<file path="config.mk">
export PLATFORM = sky130hd
export DESIGN_NAME = dmairq_ctrl
export DESIGN_NICKNAME = d
export VERILOG_FILES = /design/src/rtl/dmairq_pkg.sv /design/src/rtl/dmairq_status.sv /design/src/rtl/dmairq_regs.sv /design/src/rtl/dmairq_fsm.sv /design/src/rtl/dmairq_ctrl.sv
export SDC_FILE = /design/constraint.sdc
export NUM_CORES = 1
export LEC_CHECK = 0
export ABC_AREA = 0
export BUFFER_PORTS_ARGS = -buffer_cell sky130_fd_sc_hd__buf_2
export CORE_MARGIN = 10
export CORE_UTILIZATION = 44
export DETAILED_ROUTE_END_ITERATION = 16
export HOLD_SLACK_MARGIN = 0.05
export PLACE_DENSITY = 0.93
export SYNTH_ARGS = -nofsm -noshare
export SYNTH_HDL_FRONTEND = slang
export SYNTH_SLANG_ARGS = --single-unit
</file>
<file path="constraint.sdc">
create_clock -name clk -period 4 [get_ports clk]
set_input_delay 1 -clock clk [delete_from_list [all_inputs] [get_ports clk]]
set_output_delay 1 -clock clk [all_outputs]
set_load 0.1 [all_outputs]
</file>
<file path="src/rtl/dmairq_pkg.sv">
package dmairq_pkg;

    localparam int WORD_W  = 32;
    localparam int NUM_SRC = 6;

    // status bit positions, source 0 is the completion event
    localparam int SRC_POS [NUM_SRC] = '{0, 1, 9, 10, 11, 14};

    localparam logic [11:0] ADDR_MODE   = 12'h004;
    localparam logic [11:0] ADDR_STATUS = 12'h100;
    localparam logic [11:0] ADDR_CLEAR  = 12'h108;
    localparam logic [11:0] ADDR_ENABLE = 12'h110;

    localparam int          MODE_W     = 4;
    localparam logic [3:0]  MODE_RESET = 4'h1;

    function automatic logic [WORD_W-1:0] build_impl_mask();
        logic [WORD_W-1:0] m;
        m = '0;
        for (int i = 0; i < NUM_SRC; i++) begin
            m[SRC_POS[i]] = 1'b1;
        end
        return m;
    endfunction

    localparam logic [WORD_W-1:0] IMPL_MASK = build_impl_mask();

    typedef enum logic [1:0] {
        ST_QUIET    = 2'd0,
        ST_WIRE     = 2'd1,
        ST_MSG_FIRE = 2'd2,
        ST_MSG_HOLD = 2'd3
    } deliv_state_t;

endpackage

</file>
<file path="src/rtl/dmairq_status.sv">
module dmairq_status
    import dmairq_pkg::*;
(
    input  logic                   clk,
    input  logic                   rst_n,
    input  logic [NUM_SRC-1:0]     evt_in,
    input  logic [WORD_W-1:0]      clr_mask,
    output logic [WORD_W-1:0]      set_mask,
    output logic [WORD_W-1:0]      status_q
);

    logic [WORD_W-1:0] status_d;

    // scatter the source pulses onto their sparse bit positions
    always_comb begin
        set_mask = '0;
        for (int i = 0; i < NUM_SRC; i++) begin
            set_mask[SRC_POS[i]] = evt_in[i];
        end
    end

    // set has priority over a clear arriving in the same cycle
    always_comb begin
        status_d = ((status_q & ~clr_mask) | set_mask) & IMPL_MASK;
    end

    always_ff @(posedge clk) begin
        if (!rst_n) begin
            status_q <= '0;
        end else begin
            status_q <= status_d;
        end
    end

endmodule

</file>
<file path="src/rtl/dmairq_regs.sv">
module dmairq_regs
    import dmairq_pkg::*;
#(
    parameter int ADDR_W = 12
) (
    input  logic                   clk,
    input  logic                   rst_n,
    input  logic                   reg_we,
    input  logic [ADDR_W-1:0]      reg_addr,
    input  logic [WORD_W-1:0]      reg_wdata,
    input  logic [WORD_W-1:0]      status_q,
    output logic [WORD_W-1:0]      enable_q,
    output logic [MODE_W-1:0]      mode_q,
    output logic [WORD_W-1:0]      clr_mask,
    output logic [WORD_W-1:0]      reg_rdata
);

    localparam logic [ADDR_W-1:0] A_MODE   = ADDR_W'(ADDR_MODE);
    localparam logic [ADDR_W-1:0] A_STATUS = ADDR_W'(ADDR_STATUS);
    localparam logic [ADDR_W-1:0] A_CLEAR  = ADDR_W'(ADDR_CLEAR);
    localparam logic [ADDR_W-1:0] A_ENABLE = ADDR_W'(ADDR_ENABLE);

    logic hit_mode;
    logic hit_clear;
    logic hit_enable;

    always_comb begin
        hit_mode   = reg_we && (reg_addr == A_MODE);
        hit_clear  = reg_we && (reg_addr == A_CLEAR);
        hit_enable = reg_we && (reg_addr == A_ENABLE);
        clr_mask   = hit_clear ? (reg_wdata & IMPL_MASK) : '0;
    end

    always_ff @(posedge clk) begin
        if (!rst_n) begin
            enable_q <= '0;
            mode_q   <= MODE_RESET;
        end else begin
            if (hit_enable) begin
                enable_q <= reg_wdata & IMPL_MASK;
            end
            if (hit_mode) begin
                mode_q <= reg_wdata[MODE_W-1:0];
            end
        end
    end

    always_comb begin
        unique case (reg_addr)
            A_STATUS: reg_rdata = status_q;
            A_ENABLE: reg_rdata = enable_q;
            A_MODE:   reg_rdata = {{(WORD_W-MODE_W){1'b0}}, mode_q};
            default:  reg_rdata = '0;
        endcase
    end

endmodule

</file>
<file path="src/rtl/dmairq_fsm.sv">
module dmairq_fsm
    import dmairq_pkg::*;
(
    input  logic                   clk,
    input  logic                   rst_n,
    input  logic [WORD_W-1:0]      cause_word,
    input  logic                   wired_sel,
    output logic                   irq_line,
    output logic                   msg_valid,
    output logic [WORD_W-1:0]      msg_cause
);

    deliv_state_t      state_q;
    deliv_state_t      state_d;
    logic [WORD_W-1:0] msg_word_q;
    logic              any_cause;

    assign any_cause = |cause_word;

    always_comb begin
        state_d = state_q;
        unique case (state_q)
            ST_QUIET: begin
                if (any_cause) begin
                    state_d = wired_sel ? ST_WIRE : ST_MSG_FIRE;
                end
            end
            ST_MSG_FIRE, ST_MSG_HOLD, ST_WIRE: begin
                if (!any_cause) begin
                    state_d = ST_QUIET;
                end else if (wired_sel) begin
                    state_d = ST_WIRE;
                end else begin
                    state_d = ST_MSG_HOLD;
                end
            end
            default: state_d = ST_QUIET;
        endcase
    end

    // state register plus the cause snapshot taken on the message launch
    always_ff @(posedge clk) begin
        if (!rst_n) begin
            state_q    <= ST_QUIET;
            msg_word_q <= '0;
        end else begin
            state_q <= state_d;
            if (state_q == ST_QUIET && state_d == ST_MSG_FIRE) begin
                msg_word_q <= cause_word;
            end
        end
    end

    always_comb begin
        irq_line  = 1'b0;
        msg_valid = 1'b0;
        msg_cause = '0;
        unique case (state_q)
            ST_WIRE:     irq_line = 1'b1;
            ST_MSG_FIRE: begin
                msg_valid = 1'b1;
                msg_cause = msg_word_q;
            end
            default: ;
        endcase
    end

endmodule

</file>
<file path="src/rtl/dmairq_ctrl.sv">
module dmairq_ctrl
    import dmairq_pkg::*;
#(
    parameter int ADDR_W = 12
) (
    input  logic                   clk,
    input  logic                   rst_n,
    input  logic [NUM_SRC-1:0]     evt_in,
    input  logic                   reg_we,
    input  logic [ADDR_W-1:0]      reg_addr,
    input  logic [WORD_W-1:0]      reg_wdata,
    output logic [WORD_W-1:0]      reg_rdata,
    output logic                   irq_line,
    output logic                   msg_valid,
    output logic [WORD_W-1:0]      msg_cause
);

    logic [WORD_W-1:0] status_word;
    logic [WORD_W-1:0] enable_word;
    logic [WORD_W-1:0] set_mask;
    logic [WORD_W-1:0] clr_mask;
    logic [WORD_W-1:0] cause_word;
    logic [MODE_W-1:0] mode_word;
    logic              wired_sel;

    dmairq_status u_status (
        .clk      (clk),
        .rst_n    (rst_n),
        .evt_in   (evt_in),
        .clr_mask (clr_mask),
        .set_mask (set_mask),
        .status_q (status_word)
    );

    dmairq_regs #(.ADDR_W(ADDR_W)) u_regs (
        .clk       (clk),
        .rst_n     (rst_n),
        .reg_we    (reg_we),
        .reg_addr  (reg_addr),
        .reg_wdata (reg_wdata),
        .status_q  (status_word),
        .enable_q  (enable_word),
        .mode_q    (mode_word),
        .clr_mask  (clr_mask),
        .reg_rdata (reg_rdata)
    );

    assign cause_word = status_word & enable_word;
    assign wired_sel  = mode_word[0];

    dmairq_fsm u_fsm (
        .clk        (clk),
        .rst_n      (rst_n),
        .cause_word (cause_word),
        .wired_sel  (wired_sel),
        .irq_line   (irq_line),
        .msg_valid  (msg_valid),
        .msg_cause  (msg_cause)
    );

endmodule

</file>
Word-level counts from Yosys, hierarchy flattened
Cells that the tools add are included.
- register bits: 50
- ROM bits: 0
- input port bits: 53
- output and inout port bits: 66
- word-level logic and storage cells: 34
- memories: 0
- bits in writable memories: 0
- bits in latches: 0
- reductions and logical operators: 7
- bitwise gates (word level): 4
- shifts and indexed selects: 0
- multiply operators: 0
- add/sub/neg operators: 0
- divide/modulo/power cells: 0
- order comparisons: 0
- multiplexer cells: 10
- equal/unequal tests: 8
- operator list (cell ; count):
    $pmux W15 S3 ; 1
    $eq A12 B9 Y1 const B ; 3
    $mux W32 ; 1
    $reduce_or A32 Y1 ; 1
    $and A15 B15 Y15 ; 2
    $mux W15 ; 1
    $not A15 Y15 ; 1
    $or A15 B15 Y15 ; 1
    $eq A12 B3 Y1 const B ; 1
    $mux W2 ; 4
    $eq A2 B2 Y1 const B ; 3
    $logic_and A1 B1 Y1 ; 4
    $pmux W2 S2 ; 1
    $reduce_or A3 Y1 ; 1
    $eq A2 B1 Y1 const B ; 1
    $logic_not A2 Y1 ; 1
    $mux W1 ; 2

Longest topological paths before layout
- depth in word-level cells: 6
- mapped depth: 4
- mapped depth without buffers: 3

Modules after synthesis
Synthesis repeated with hierarchy kept, for this count alone.
- cell total of the unflattened synthesis: 459
- area, all modules: 3781.1 µm²
- by module, submodules not included (module ; cells each ; times used ; seq. area each (µm²) ; area an instance (µm²)):
    dmairq_fsm ; 193 ; 1 ; 680.7 ; 1675.4
    dmairq_regs ; 157 ; 1 ; 200.2 ; 1218.7
    dmairq_status ; 77 ; 1 ; 120.1 ; 686.9
    dmairq_ctrl ; 32 ; 1 ; 0.0 ; 200.2

Worst setup path after synthesis
No wires, ideal clock.
- path kind: flip-flop to output port
- start point: register u_fsm.state_q[1]
- end point: output msg_cause[0]
- arrival time: 2.726 ns
- path buffers: 0
- required time: 3.000 ns
- path slack: 0.274 ns
- cell stages (with the launch flop): 3
- cell sequence: dfxtp_1 nor2b_1 and2_1
- word-level cells in the longest chain between the ends: 2
- ends and longest elaborated chain (item ; RTL line ; text):
    start: declaration ; dmairq_fsm.sv:13 ; deliv_state_t state_q;
    start signal: assignment ; dmairq_fsm.sv:47 ; state_q <= state_d;
    $eq A2 B2 Y1 ; dmairq_fsm.sv:58 ; unique case (state_q)
    $mux W32 ; dmairq_fsm.sv:58 ;
    end: declaration ; dmairq_ctrl.sv:15 ; output logic [WORD_W-1:0] msg_cause
Every way passes these cells.

Worst setup path after layout
- start point: input reg_addr[3]
- end point: output reg_rdata[14]
- word-level cells in the longest chain between the ends: 2
- elaborated cells between the ends (all ways): 4
- classes of those cells: 3 x eq/ne; 1 x mux
- ends and longest elaborated chain (item ; RTL line ; text):
    start: declaration ; dmairq_ctrl.sv:10 ; input logic [ADDR_W-1:0] reg_addr,
    $eq A12 B3 Y1 or $eq A12 B9 Y1 (tied branches) ; dmairq_regs.sv:49 ; unique case (reg_addr)
    $pmux W15 S3 * ; dmairq_regs.sv:49 ;
    end: declaration ; dmairq_ctrl.sv:12 ; output logic [WORD_W-1:0] reg_rdata,
Mark *: on every way between the ends. The rest lies on a longest branch, timed or not.

==> impl_results.html <==
<table>
<tr><th>Metric</th><th>Value</th></tr>
<tr><th colspan="2">Outcome</th></tr>
<tr><td>Result of the run</td><td>finished clean</td></tr>
<tr><th colspan="2">Yosys</th></tr>
<tr><td>Synthesis-stage register bit count</td><td>24</td></tr>
<tr><td>Synthesized-area fraction occupied by ao, oa, aoi and oai cells</td><td>15.12%</td></tr>
<tr><td>Synth top area share</td><td>29.93%</td></tr>
<tr><td>Cell types with the largest area share after synthesis</td><td>dfxtp_1 (30%), buf_4 (23%), mux2i_1 (6.2%), nand2_1 (5.4%), a31oi_1 (4.7%)</td></tr>
<tr><td>Main combinational cell family by area after synthesis</td><td>buffers and inverters</td></tr>
<tr><td>Cell Area, Synth</td><td>0.001605 mm2</td></tr>
<tr><td>Simple-gate area share of the yosys netlist</td><td>22.45%</td></tr>
<tr><td>Count of different cell masters after synthesis</td><td>29</td></tr>
<tr><td>Count of mapped cells out of synthesis</td><td>185</td></tr>
<tr><td>Adder-cell share of the synthesized area</td><td>0%</td></tr>
<tr><td>Share of cell area taken by muxes after synthesis</td><td>6.235%</td></tr>
<tr><td>Xor/xnor cell area share of the yosys netlist</td><td>0%</td></tr>
<tr><td>Share of synthesized area occupied by flip-flops and latches</td><td>29.93%</td></tr>
<tr><td>Yosys warning count</td><td>0</td></tr>
<tr><td>Post-synthesis average cell area</td><td>8.677 um2</td></tr>
<tr><td>Area leader, netlist</td><td>dfxtp_1</td></tr>
<tr><th colspan="2">STA</th></tr>
<tr><td>Number of failing hold endpoints at the final stage</td><td>0</td></tr>
<tr><td>Final WS setup</td><td>0.4355 ns</td></tr>
<tr><td>Worst rel slew slack</td><td>20.50%</td></tr>
<tr><td>Hold_ws</td><td>0.4548 ns</td></tr>
<tr><td>Transition time of the tightest slew-check pin</td><td>1.183 ns</td></tr>
<tr><td>Final Max Slew Viols</td><td>0</td></tr>
<tr><td>Post-route setup TNS</td><td>0 ns</td></tr>
<tr><td>Final setup fails</td><td>0</td></tr>
<tr><td>Setup repair after global routing missed its margin</td><td>false</td></tr>
<tr><td>Final worst clock skew</td><td>0.005779 ns</td></tr>
<tr><td>Maximum clock frequency</td><td>280.5 MHz</td></tr>
<tr><td>Final critical-path share of the clock period</td><td>89.11%</td></tr>
<tr><td>Final critical-path required period</td><td>3.564 ns</td></tr>
<tr><th colspan="2">Clocking</th></tr>
<tr><td>Post CTS Setup Buffer Count</td><td>0</td></tr>
<tr><td>Sink Count</td><td>24</td></tr>
<tr><td>Maximum clock path buffer count</td><td>2</td></tr>
<tr><td>Clock tree from TritonCTS</td><td>yes</td></tr>
<tr><td>Worst-path clk slew</td><td>0.08 ns</td></tr>
<tr><td>Number of buffers added to fix hold violations after cts</td><td>0</td></tr>
<tr><td>Post-cts resize count</td><td>0</td></tr>
<tr><td>H-tree levels</td><td>1</td></tr>
<tr><td>Clock latency of the later-clocked register in the worst-skew pair</td><td>0.27 ns</td></tr>
<tr><td>Clock buffers created by TritonCTS</td><td>3</td></tr>
<tr><td>Clock Tree Root</td><td>clkbuf_8</td></tr>
<tr><th colspan="2">Cells and area</th></tr>
<tr><td>Core Util, Final</td><td>53.76%</td></tr>
<tr><td>Most used cells in the layout excluding fill and tap cells</td><td>conb_1 (50), buf_2 (36), dfxtp_1 (24), nand2_1 (23), a31oi_1 (12)</td></tr>
<tr><td>Fillers</td><td>328</td></tr>
<tr><td>Number of nets in the layout</td><td>282</td></tr>
<tr><td>Layout Area Growth over Synthesis</td><td>15.28%</td></tr>
<tr><td>Most frequent standard cell in the layout excluding fill and tap cells</td><td>conb_1</td></tr>
<tr><td>Sequential standard cell area</td><td>480.5 um2</td></tr>
<tr><td>Share of final-layout standard cells stronger than drive strength 1</td><td>24.12%</td></tr>
<tr><td>Fin area</td><td>0.001851 mm2</td></tr>
<tr><td>Antenna diode count</td><td>0</td></tr>
<tr><td>Area taken by multi-input logic gates</td><td>890.9 um2</td></tr>
<tr><th colspan="2">Critical path</th></tr>
<tr><td>Class of the most critical setup path</td><td>in -&gt; out</td></tr>
<tr><td>Startpoint Class</td><td>input pin</td></tr>
<tr><td>Data arrival, critical path</td><td>2.56 ns</td></tr>
<tr><td>Critical Path Max Stage Delay</td><td>0.52 ns</td></tr>
<tr><td>Cell with the biggest individual delay on the critical path</td><td>or3_1</td></tr>
<tr><td>Peak fanout along the critical path</td><td>5</td></tr>
<tr><td>Worst path buffer plus inverter count</td><td>2</td></tr>
<tr><td>Worst setup EP type</td><td>output pin</td></tr>
<tr><td>Worst Path Required</td><td>3.00 ns</td></tr>
<tr><td>Critical-path cell list</td><td>buf_2 &gt; or3_1 &gt; nor4_2 &gt; a22o_1 &gt; buf_12</td></tr>
<tr><td>Family with the most delay on the worst path</td><td>simple AND/OR/NAND/NOR gates</td></tr>
<tr><th colspan="2">Global routing</th></tr>
<tr><td>First-pass GRT wire length</td><td>5.982 mm</td></tr>
<tr><td>Largest net degree at the start of global routing</td><td>25</td></tr>
<tr><td>Total congestion overflow after global routing</td><td>0</td></tr>
<tr><td>Antenna violations before repair</td><td>0</td></tr>
<tr><td>GRT Util Overall</td><td>11.43%</td></tr>
<tr><td>Vias in the first global route</td><td>1298</td></tr>
<tr><th colspan="2">Routing</th></tr>
<tr><td>DRC</td><td>0</td></tr>
<tr><td>Total number of vias</td><td>1294</td></tr>
<tr><td>Total wire length</td><td>3.952 mm</td></tr>
<tr><td>Routed wire length per instance</td><td>14.42 um</td></tr>
<tr><td>Number of search-and-repair iterations in the first detailed-routing pass</td><td>4</td></tr>
<tr><td>Antenna Nets Post-Route</td><td>0</td></tr>
<tr><td>Drt via density</td><td>4.723</td></tr>
<tr><td>Number of DRC markers in iteration 0</td><td>58</td></tr>
<tr><th colspan="2">Placement</th></tr>
<tr><td>Dpl cell area</td><td>0.001795 mm2</td></tr>
<tr><td>Last weighted congestion value of the routability-driven placer</td><td>0.8646</td></tr>
<tr><td>Post-Place Worst Slack</td><td>0.4602 ns</td></tr>
<tr><td>Buffers on Ports</td><td>44</td></tr>
<tr><td>Detailed placer's ending HPWL</td><td>3.317 mm</td></tr>
<tr><th colspan="2">Job</th></tr>
<tr><td>Reported max-cap violation count</td><td>0</td></tr>
<tr><th colspan="2">Die</th></tr>
<tr><td>Rows</td><td>21</td></tr>
<tr><td>Die Y-Extent</td><td>80.40 um</td></tr>
<tr><td>Area of the die</td><td>0.006464 mm2</td></tr>
<tr><td>Initial core utilization</td><td>46.64%</td></tr>
<tr><td>Core Box Area</td><td>0.003442 mm2</td></tr>
<tr><td>Width of the die</td><td>80.40 um</td></tr>
<tr><td>I/O pins</td><td>119</td></tr>
<tr><th colspan="2">Power and ir drop</th></tr>
<tr><td>IR drop worst, VDD</td><td>0.0002322 V</td></tr>
<tr><td>Power density over the cells</td><td>356.6 mW/mm2</td></tr>
<tr><td>Total leakage power</td><td>0.8324 nW</td></tr>
<tr><th colspan="2">Worst hold path</th></tr>
<tr><td>Worst Hold Class</td><td>reg -&gt; reg</td></tr>
</table>
[state kept, by name, summed over array words and instances (netlist names)]
signal,flops
u_fsm.msg_word_q,6
u_fsm.state_q,2
u_regs.enable_q,6
u_regs.mode_q,4
u_status.status_q,6
[cell families (layout without fill, tap and decap cells)]
logic type	after synthesis	in the layout
simple gates	55	55
flops	24	24
mux	10	10
buf+inv	61	55
compound gates	34	34
other cells	1	50
[path summary, 6_finish.rpt]
kind | start | to | slack [ns] | cells after the start
worst max-delay path | reg_addr[3] | reg_rdata[14] | 0.44 | 5
worst min-delay path | u_regs.mode_q[2] | u_regs.mode_q[2] | 0.45 | 2
worst max register to register | u_regs.mode_q[0] | u_fsm.msg_word_q[10] | 2.12 | 3
worst min register to register | u_regs.mode_q[2] | u_regs.mode_q[2] | 0.45 | 2
[where the power goes]
| group | switching [mW] | leakage (nW) | internal (mW) | total, mW |
|---|---|---|---|---|
| Clock | 0.0781 | 0.0288 | 0.0880 | 0.166 |
| Sequential | 0.00605 | 0.195 | 0.243 | 0.249 |
| Combinational | 0.227 | 0.608 | 0.0177 | 0.245 |
| Total | 0.311 | 0.832 | 0.349 | 0.660 |
[stage by stage]
step,power [mW],cells
3_5_place_dp,0.4958,270
4_1_cts,0.6584,274
3_3_place_gp,0.4933,270
6_report,0.6598,274
5_1_grt,0.6806,274
2_1_floorplan,0.5133,234
[cell type report]
cell class	instances	share of cell area, %
clock buffers	4	2.975
well taps	46	3.110
flip-flops and latches	24	25.96
inverters	7	1.420
repair buffers	44	18.39
multi-input cells	149	48.14
[synthesized netlist by cell type]
master,number
or3_1,2
inv_1,6
nor2b_1,4
a31oi_1,12
nor4_2,2
a22o_1,8
nand4_1,1
o21ai_0,6
nand2b_1,2
buf_4,50
buf_2,1
a311oi_1,6
or4b_4,1
mux2i_1,10
and3_1,2
nor3_1,2
clkbuf_1,3
and2_1,6
nor2_1,2
or4_4,1
or4b_1,1
nor3b_1,2
or4bb_1,1
nand2_1,23
dfxtp_1,24
conb_1,1
nor4_4,3
clkinv_1,1
a22oi_1,2
[tightest hold or removal path, delay by kind of cell (launching register included)]
family	cells	cell delay (ns)
mux	1	0.05
flops	1	0.31
simple gates	1	0.05
[routing by layer]
metal	part of all wire [%]	wire length [um]	GRT usage [%]	vias up
li1	-	-	-	639
met1	37	1475	11.68	583
met2	51	2007	19.90	61
met3	8.8	348	3.898	11
met4	3.0	120	6.338	0
met5	0	0	0	-
Power figures use the tool's default switching activity.
